File: src/rtl/port_stat_pkg.sv
// Shared constants and types for the port statistics snapshot unit.
// Assumes a 5-bit register address and a 16-bit register data path.
package port_stat_pkg;

    localparam logic [5:0] OPC_CAPTURE = 6'b110111;
    localparam logic [5:0] OPC_READ    = 6'b110011;

    localparam logic [4:0] ADDR_OP     = 5'h1d;
    localparam logic [4:0] ADDR_RES_HI = 5'h1e;
    localparam logic [4:0] ADDR_RES_LO = 5'h1f;

    localparam int unsigned POLL_LIMIT = 10;

    typedef enum logic [1:0] {
        ST_IDLE    = 2'd0,
        ST_CAPTURE = 2'd1,
        ST_READ    = 2'd2
    } op_state_e;

endpackage

File: src/rtl/port_stat_live_bank.sv
// Live counter bank: one counter per port and counter slot.
// Slots below NUM_WIDE are wide (2*ENT_W bits), the rest are narrow (ENT_W bits).
// Assumes sel_port/sel_cnt are in range when the selected value is used.
module port_stat_live_bank #(
    parameter int NUM_PORTS  = 4,
    parameter int NUM_WIDE   = 2,
    parameter int NUM_NARROW = 5,
    parameter int ENT_W      = 32,
    parameter int PORT_W     = 2,
    parameter int CNT_W      = 3
) (
    input  logic                                      clk,
    input  logic                                      rst_n,
    input  logic [NUM_PORTS*(NUM_WIDE+NUM_NARROW)-1:0] inc,
    input  logic [PORT_W-1:0]                         sel_port,
    input  logic [CNT_W-1:0]                          sel_cnt,
    output logic [2*ENT_W-1:0]                        sel_val
);
    localparam int NUM_CNT = NUM_WIDE + NUM_NARROW;
    localparam int TOTAL   = NUM_PORTS * NUM_CNT;
    localparam int FLAT_W  = (TOTAL > 1) ? $clog2(TOTAL) + 1 : 1;

    logic [2*ENT_W-1:0] cnt_flat [TOTAL];

    for (genvar p = 0; p < NUM_PORTS; p++) begin : g_port
        for (genvar c = 0; c < NUM_CNT; c++) begin : g_cnt
            if (c < NUM_WIDE) begin : g_wide
                logic [2*ENT_W-1:0] value;
                // Count increment pulses on a wide counter, wrapping naturally.
                always_ff @(posedge clk) begin
                    if (!rst_n)                  value <= '0;
                    else if (inc[p*NUM_CNT + c]) value <= value + 1'b1;
                end
                assign cnt_flat[p*NUM_CNT + c] = value;
            end else begin : g_narrow
                logic [ENT_W-1:0] value;
                // Count increment pulses on a narrow counter, wrapping naturally.
                always_ff @(posedge clk) begin
                    if (!rst_n)                  value <= '0;
                    else if (inc[p*NUM_CNT + c]) value <= value + 1'b1;
                end
                assign cnt_flat[p*NUM_CNT + c] = {{ENT_W{1'b0}}, value};
            end
        end
    end

    logic [FLAT_W-1:0] flat_idx;

    // Pick the selected port's selected counter for the snapshot path.
    always_comb begin
        flat_idx = FLAT_W'(sel_port) * FLAT_W'(NUM_CNT) + FLAT_W'(sel_cnt);
        sel_val  = '0;
        if (int'(flat_idx) < TOTAL) sel_val = cnt_flat[flat_idx];
    end

    AST_LIVE_STEP: assert property (@(posedge clk) disable iff (!rst_n)
        inc[0] |=> cnt_flat[0] == $past(cnt_flat[0]) + 1'b1) else $error("live step");
    AST_LIVE_HOLD: assert property (@(posedge clk) disable iff (!rst_n)
        !inc[0] |=> $stable(cnt_flat[0])) else $error("live hold");

endmodule

File: src/rtl/port_stat_snap_buf.sv
// Snapshot buffer: NUM_ENT entries of ENT_W bits with one write port that
// can fill one entry or an adjacent pair, plus one combinational read port.
// Assumes wr_idx and rd_idx are below NUM_ENT whenever they are used.
module port_stat_snap_buf #(
    parameter int NUM_ENT = 9,
    parameter int ENT_W   = 32,
    parameter int IDX_W   = 4
) (
    input  logic               clk,
    input  logic               rst_n,
    input  logic               wr_en,
    input  logic               wr_pair,
    input  logic [IDX_W-1:0]   wr_idx,
    input  logic [2*ENT_W-1:0] wr_data,
    input  logic [IDX_W-1:0]   rd_idx,
    output logic [ENT_W-1:0]   rd_data
);
    logic [ENT_W-1:0] snap [NUM_ENT];

    for (genvar e = 0; e < NUM_ENT; e++) begin : g_ent
        // Store the low word at wr_idx and, for a pair, the high word above it.
        always_ff @(posedge clk) begin
            if (!rst_n)
                snap[e] <= '0;
            else if (wr_en && int'(wr_idx) == e)
                snap[e] <= wr_data[ENT_W-1:0];
            else if (wr_en && wr_pair && int'(wr_idx) + 1 == e)
                snap[e] <= wr_data[2*ENT_W-1:ENT_W];
        end
    end

    // Return the addressed entry, zero when out of range.
    always_comb begin
        rd_data = '0;
        if (int'(rd_idx) < NUM_ENT) rd_data = snap[rd_idx];
    end

    AST_SNAP_HOLD: assert property (@(posedge clk) disable iff (!rst_n)
        !wr_en |=> $stable(snap[0])) else $error("snapshot changed");

endmodule

File: src/rtl/port_stat_op_ctrl.sv
// Operation controller: decodes host command writes, sequences a capture one
// entry per cycle, performs single-entry reads into the 32-bit result register.
// Assumes ENT_W <= 32 and that increments are only counted by the live bank.
module port_stat_op_ctrl
    import port_stat_pkg::*;
#(
    parameter int NUM_PORTS  = 4,
    parameter int NUM_WIDE   = 2,
    parameter int NUM_NARROW = 5,
    parameter int ENT_W      = 32,
    parameter int PORT_W     = 2,
    parameter int CNT_W      = 3,
    parameter int IDX_W      = 4
) (
    input  logic               clk,
    input  logic               rst_n,
    input  logic               reg_wr,
    input  logic [4:0]         reg_addr,
    input  logic [15:0]        reg_wdata,
    output logic               busy,
    output logic [31:0]        result,
    output logic [PORT_W-1:0]  sel_port,
    output logic [CNT_W-1:0]   sel_cnt,
    input  logic [2*ENT_W-1:0] sel_val,
    output logic               snap_wr_en,
    output logic               snap_wr_pair,
    output logic [IDX_W-1:0]   snap_wr_idx,
    output logic [2*ENT_W-1:0] snap_wr_data,
    output logic [IDX_W-1:0]   snap_rd_idx,
    input  logic [ENT_W-1:0]   snap_rd_data
);
    localparam int NUM_ENT = 2 * NUM_WIDE + NUM_NARROW;

    op_state_e         st;
    logic [PORT_W-1:0] cap_port;
    logic [IDX_W-1:0]  cur_idx;
    logic              accept;
    logic              cmd_capture;
    logic              cmd_read;
    logic              ent_wide;
    logic              ent_hi;
    logic              last_ent;

    // Decode a command write that the controller is free to take.
    always_comb begin
        accept      = reg_wr && (reg_addr == ADDR_OP) && (st == ST_IDLE);
        cmd_capture = accept && (reg_wdata[15:10] == OPC_CAPTURE) &&
                      (reg_wdata[9:0] < 10'(NUM_PORTS));
        cmd_read    = accept && (reg_wdata[15:10] == OPC_READ) &&
                      (reg_wdata[9:0] < 10'(NUM_ENT));
        last_ent    = (int'(cur_idx) == NUM_ENT - 1);
    end

    // Advance the command state machine.
    always_ff @(posedge clk) begin
        if (!rst_n) begin
            st       <= ST_IDLE;
            cap_port <= '0;
            cur_idx  <= '0;
        end else begin
            case (st)
                ST_IDLE: begin
                    if (cmd_capture) begin
                        st       <= ST_CAPTURE;
                        cap_port <= PORT_W'(reg_wdata[9:0]);
                        cur_idx  <= '0;
                    end else if (cmd_read) begin
                        st      <= ST_READ;
                        cur_idx <= IDX_W'(reg_wdata[9:0]);
                    end
                end
                ST_CAPTURE: begin
                    cur_idx <= cur_idx + 1'b1;
                    if (last_ent) st <= ST_IDLE;
                end
                ST_READ:  st <= ST_IDLE;
                default:  st <= ST_IDLE;
            endcase
        end
    end

    // Latch the addressed snapshot entry at the end of a read command.
    always_ff @(posedge clk) begin
        if (!rst_n)             result <= '0;
        else if (st == ST_READ) result <= 32'(snap_rd_data);
    end

    // Map the current entry index to its counter slot and word half.
    always_comb begin
        ent_wide = (int'(cur_idx) < 2 * NUM_WIDE);
        if (ent_wide) begin
            sel_cnt = CNT_W'(cur_idx >> 1);
            ent_hi  = cur_idx[0];
        end else begin
            sel_cnt = CNT_W'(int'(cur_idx) - NUM_WIDE);
            ent_hi  = 1'b0;
        end
    end

    // Drive the snapshot write port; a wide pair is written at its low entry.
    always_comb begin
        busy         = (st != ST_IDLE);
        sel_port     = cap_port;
        snap_wr_en   = (st == ST_CAPTURE) && !ent_hi;
        snap_wr_pair = ent_wide;
        snap_wr_idx  = cur_idx;
        snap_wr_data = sel_val;
        snap_rd_idx  = cur_idx;
    end

    AST_CAPTURE_RANGE: assert property (@(posedge clk) disable iff (!rst_n)
        st == ST_CAPTURE |-> int'(cur_idx) < NUM_ENT) else $error("capture index");
    AST_CAPTURE_BOUND: assert property (@(posedge clk) disable iff (!rst_n)
        st == ST_CAPTURE |-> NUM_ENT - int'(cur_idx) <= int'(POLL_LIMIT)) else $error("poll bound");
    AST_READ_ONE_CYCLE: assert property (@(posedge clk) disable iff (!rst_n)
        st == ST_READ |=> st == ST_IDLE) else $error("read length");
    AST_BUSY_IGNORES: assert property (@(posedge clk) disable iff (!rst_n)
        (st == ST_CAPTURE && !last_ent && reg_wr) |=>
            (st == ST_CAPTURE && cap_port == $past(cap_port))) else $error("busy write taken");
    AST_RESULT_HOLD: assert property (@(posedge clk) disable iff (!rst_n)
        st != ST_READ |=> $stable(result)) else $error("result changed");

endmodule

File: src/rtl/port_stat_snapshot.sv
// Top of the port statistics snapshot unit: live counters, snapshot buffer,
// command controller and the host register read mux.
// Assumes ENT_W between 1 and 32 and at least one counter per port.
module port_stat_snapshot
    import port_stat_pkg::*;
#(
    parameter int NUM_PORTS  = 4,
    parameter int NUM_WIDE   = 2,
    parameter int NUM_NARROW = 5,
    parameter int ENT_W      = 32
) (
    input  logic                                       clk,
    input  logic                                       rst_n,
    input  logic [NUM_PORTS*(NUM_WIDE+NUM_NARROW)-1:0] inc_i,
    input  logic                                       reg_wr_i,
    input  logic [4:0]                                 reg_addr_i,
    input  logic [15:0]                                reg_wdata_i,
    output logic [15:0]                                reg_rdata_o
);
    localparam int NUM_CNT = NUM_WIDE + NUM_NARROW;
    localparam int NUM_ENT = 2 * NUM_WIDE + NUM_NARROW;
    localparam int PORT_W  = (NUM_PORTS > 1) ? $clog2(NUM_PORTS) : 1;
    localparam int CNT_W   = (NUM_CNT > 1)   ? $clog2(NUM_CNT)   : 1;
    localparam int IDX_W   = (NUM_ENT > 1)   ? $clog2(NUM_ENT)   : 1;

    logic               busy;
    logic [31:0]        result;
    logic [PORT_W-1:0]  sel_port;
    logic [CNT_W-1:0]   sel_cnt;
    logic [2*ENT_W-1:0] sel_val;
    logic               snap_wr_en;
    logic               snap_wr_pair;
    logic [IDX_W-1:0]   snap_wr_idx;
    logic [2*ENT_W-1:0] snap_wr_data;
    logic [IDX_W-1:0]   snap_rd_idx;
    logic [ENT_W-1:0]   snap_rd_data;

    port_stat_live_bank #(
        .NUM_PORTS(NUM_PORTS), .NUM_WIDE(NUM_WIDE), .NUM_NARROW(NUM_NARROW),
        .ENT_W(ENT_W), .PORT_W(PORT_W), .CNT_W(CNT_W)
    ) u_live (
        .clk(clk), .rst_n(rst_n), .inc(inc_i),
        .sel_port(sel_port), .sel_cnt(sel_cnt), .sel_val(sel_val)
    );

    port_stat_snap_buf #(
        .NUM_ENT(NUM_ENT), .ENT_W(ENT_W), .IDX_W(IDX_W)
    ) u_snap (
        .clk(clk), .rst_n(rst_n),
        .wr_en(snap_wr_en), .wr_pair(snap_wr_pair), .wr_idx(snap_wr_idx),
        .wr_data(snap_wr_data), .rd_idx(snap_rd_idx), .rd_data(snap_rd_data)
    );

    port_stat_op_ctrl #(
        .NUM_PORTS(NUM_PORTS), .NUM_WIDE(NUM_WIDE), .NUM_NARROW(NUM_NARROW),
        .ENT_W(ENT_W), .PORT_W(PORT_W), .CNT_W(CNT_W), .IDX_W(IDX_W)
    ) u_ctrl (
        .clk(clk), .rst_n(rst_n),
        .reg_wr(reg_wr_i), .reg_addr(reg_addr_i), .reg_wdata(reg_wdata_i),
        .busy(busy), .result(result),
        .sel_port(sel_port), .sel_cnt(sel_cnt), .sel_val(sel_val),
        .snap_wr_en(snap_wr_en), .snap_wr_pair(snap_wr_pair),
        .snap_wr_idx(snap_wr_idx), .snap_wr_data(snap_wr_data),
        .snap_rd_idx(snap_rd_idx), .snap_rd_data(snap_rd_data)
    );

    // Host register read mux: busy flag and the two result halves.
    always_comb begin
        case (reg_addr_i)
            ADDR_OP:     reg_rdata_o = {busy, 15'd0};
            ADDR_RES_HI: reg_rdata_o = result[31:16];
            ADDR_RES_LO: reg_rdata_o = result[15:0];
            default:     reg_rdata_o = 16'd0;
        endcase
    end

    AST_OP_LOW_ZERO: assert property (@(posedge clk) disable iff (!rst_n)
        reg_addr_i == ADDR_OP |-> reg_rdata_o[14:0] == 15'd0) else $error("op bits");

endmodule

File: config.mk
export PLATFORM = sky130hd
export DESIGN_NAME = port_stat_snapshot
export DESIGN_NICKNAME = d
export VERILOG_FILES = /design/src/rtl/port_stat_pkg.sv /design/src/rtl/port_stat_live_bank.sv /design/src/rtl/port_stat_snap_buf.sv /design/src/rtl/port_stat_op_ctrl.sv /design/src/rtl/port_stat_snapshot.sv
export SDC_FILE = /design/constraint.sdc
export NUM_CORES = 2
export LEC_CHECK = 0
export ABC_AREA = 1
export BUFFER_PORTS_ARGS = -buffer_cell sky130_fd_sc_hd__buf_2
export CAP_MARGIN = 20
export CORE_MARGIN = 5
export CORE_UTILIZATION = 35
export CTS_BUF_LIST = sky130_fd_sc_hd__clkbuf_4
export CTS_CLUSTER_DIAMETER = 40
export DETAILED_ROUTE_END_ITERATION = 6
export PLACE_DENSITY = 0.55
export SETUP_SLACK_MARGIN = 0.02
export SKIP_CTS_REPAIR_TIMING = 1
export SYNTH_ARGS = -nofsm -noshare
export SYNTH_HDL_FRONTEND = slang
export SYNTH_SLANG_ARGS = --single-unit
export TNS_END_PERCENT = 50
File: constraint.sdc
create_clock -name clk -period 5.9 [get_ports clk]
set_input_delay 0.295 -clock clk [delete_from_list [all_inputs] [get_ports clk]]
set_output_delay 0.295 -clock clk [all_outputs]
set_load 0.03 [all_outputs]
==> metrics.md <==
| Metric | Value |
|---|---|
| Count leader, synth | nand2_1 |
| Reg clk slew, reported paths | 0.07 ns |
| Worst hold path class | in -> reg |
| Crit path launch type | flop |
| Failing checks | hold timing |
| Final Hold Vio Count | 8 |
| Io pins | between 60 and 70 |
| DIE WIDTH | approximately 520 µm |
| Crit end category | flop |
| Pleak | 36.1 nW |
| Post-route ant nets | 0 |
| Vias in the first global route | just under 90000 |
| Distinct cells, synth | 63 |
| Synth top area cells | dfxtp_1 27%, nand2_1 14%, nor2_1 9.8%, edfxtp_1 9.7%, nand3_1 6.9% |
| Ys Warns | 0 |
| Final setup violation count | 0 |
| Post-synth EDFFs | approximately 290 |
| Dpl hpwl | around 290000 µm |
| Synthesized net count | 14123 |
| Asr flop ratio synth | 0% |
| Vias per Instance | about 5.4 |
| Nets@finish | 14339 |
| Detailed Route Iter0 Violations | 11415 |
| Largest net degree at the start of global routing | slightly above 200 |
| First-pass GRT wire length | between 500000 and 600000 µm |
| Worst skew pair latency | about 1.5 ns |
| PnR Total Power | 21.3 mW |
| Status | finished with violations |
| WP data arrival | between 6 and 7 ns |
| Required @ worst endpoint | slightly above 7 ns |
| Most instantiated cells after synthesis | 3371 x nand2_1, 2327 x nor2_1, 1404 x inv_1, 1238 x nand3_1, 1196 x dfxtp_1 |
| Yosys top cell by area | dfxtp_1 |
| Achievable Freq | just under 0.2 GHz |
| Inserted Clock Buffers | 443 |
| Row cnt | approximately 190 |
| DR DRC count | 0 |
| Share of the synthesized area in the top cell type | about a quarter |
| CTS sink cnt | approximately 1500 |
| H-tree levels | 5 |
| Avg Cell Area, Syn | ~6.4 µm² |
| Critical path type | reg -> reg |
| Via count | around 98000 |
| Die area | 266000 µm² |
| Worst Max-Slew Pin Slew | roughly 1.2 ns |
| Placer Congestion | between 1 and 1.5 |
| Core box area | approximately 250000 µm² |
| WL/cell | around 22 µm |
| Max-slew headroom | 21.1% |
| Period utilisation layout | just under 90% |
| Share of layout cells above drive strength 1 | 7.38% |
| Die Y | a little over 500 µm |
| R2r setup slk | ~0.74 ns |
| Post-synthesis sequential area ratio | between 30% and 40% |
| Cells after Synth | 14028 |
| Hold path cells | 6 |
| Finished Layout Cells | 17980 |
| Setup TNS | 0 ns |
| Initial antenna violation count | 28 |
| Starting Density | between 30% and 40% |
| MaxCap Viol Count | 0 |
| Remaining global-route overflow | 0 |
| Worst slack at placement | 0.834 ns |
| Final Skew | roughly 0.18 ns |
| IO Port Bufs | 67 |
| Layout area overhead | 11.5% |
| Global-route usage over all layers | between 20 and 30% |
| Root Driver | clkbuf_4 |
| Cells after DPL | 17061 |
| Fin worst setup slack | roughly 0.74 ns |
| DRT Pass-1 Iters | 7 |
| Max Transition Viols Final | 0 |
| Max FO, Critical Path | 44 |
| Minimum clock period | approximately 5.2 ns |
| Worst vdd ir | 0.000143 V |
| RSZ-0062 raised after global routing | false |
| CTS tree | built |
| Mapped Area | about 90000 µm² |
| Pwr dens | about 210 nW/µm² |
| Worst reg2reg path depth | 14 |
| Final WL | 394000 µm |
| CTS max path bufs | 4 |
| # fillers | approximately 28000 |
| Final hold slack | -0.0270 ns |
| Synth Register Bits | approximately 1500 |
| Synth Flop Type | dfxtp_1 |
-- routing by layer --
| layer | track usage (%) | share of wire, % |
|---|---|---|
| met4 | 13.9 | 5.6 |
| met5 | 0 | 0.030 |
| met3 | 5.89 | 9.7 |
| met2 | 42.3 | 42 |
| met1 | 38.4 | 43 |
-- report_power, final --
| group | total [mW] | switching (mW) | internal [mW] |
|---|---|---|---|
| logic | 0.633 | 0.460 | 0.173 |
| clock network | 10.2 | 5.11 | 5.09 |
| registers | 10.5 | 0.0665 | 10.4 |
| total | 21.3 | 5.63 | 15.7 |
-- per-stage QoR --
stage          hold slack, ns  area [µm²]  util, %
3_5_place_dp            0.451       93200     36.6
5_1_grt               -0.0192       99800     39.2
3_3_place_gp            0.455       93200     36.6
2_1_floorplan           0.385       89500        -
6_report              -0.0270       99900     39.3
4_1_cts                -0.977       98800     38.8
-- worst paths after layout --
check                                                      end                                          from
setup reg to reg                            u_snap.snap[3][19]                         u_ctrl.snap_rd_idx[2]
hold reg to reg   u_live.g_port[1].g_cnt[3].g_narrow.value[13]  u_live.g_port[1].g_cnt[3].g_narrow.value[12]
hold / removal      u_live.g_port[1].g_cnt[0].g_wide.value[50]                                      inc_i[7]
setup / recovery                            u_snap.snap[3][19]                         u_ctrl.snap_rd_idx[2]
-- cell usage in the layout (no fill, tap or decap), types with 100 or more instances in the layout --
cell type,instances
nor3_1,502
dfxtp_1,1194
nor2_1,2322
dlygate4sd3_1,100
a21oi_1,919
clkbuf_4,649
o21ai_0,1003
o211ai_1,100
nand2_1,3365
edfxtp_1,288
clkinv_1,107
nand4_1,290
buf_4,108
inv_1,1401
xor2_1,202
nand3_1,1238
-- registers in the layout, indices dropped and copies added, names as in the netlist, named ones only --
| name | cells |
|---|---|
| u_ctrl.sel_port | 2 |
| u_live.g_port.g_cnt.g_wide.value | 512 |
| u_ctrl.st | 2 |
| u_ctrl.result | 32 |
| u_ctrl.snap_rd_idx | 4 |
| u_live.g_port.g_cnt.g_narrow.value | 640 |
| u_snap.snap | 288 |
-- cells by family (layout without fill, tap and decap cells) --
kind of cell / after synthesis / count (layout) / share of synthesized area (%)
fa+ha+maj: 43 / 43 / 0.626
buf+inv: 1956 / 2524 / 8.69
simple gates: 7987 / 7987 / 37.9
flops: 1484 / 1484 / 36.4
other cells: 0 / 18 / 0
xor+xnor: 261 / 261 / 2.56
compound gates: 2297 / 2297 / 13.8
-- layout make-up --
class / count / area (µm²) / share of cell area (%)
flip-flops and latches: 1484 / 32600 / 32.6
clock buffers: 648 / 4860 / 4.87
diodes: 18 / 45.0 / 0.0451
clock inverters: 149 / 736 / 0.737
well taps: 3366 / 4210 / 4.22
multi-input cells: 10588 / 49400 / 49.4
inverters: 1425 / 5380 / 5.39
repair buffers: 302 / 2670 / 2.67
-- worst max-delay path: stages (launching register included) --
cell and delay, ns:
dfxtp_1 0.49, ha_1 0.29, or2_2 0.31, fa_1 0.51, fa_4 0.98, clkinv_2 0.44
nor2_4 0.21, buf_4 0.51, o21ai_0 0.18, o21ai_0 0.11, nor2_1 0.06, nand2_1 0.30
nand2_1 0.33, nand2_1 0.14, nand2_1 0.06
(Power assumes the default switching activity.)
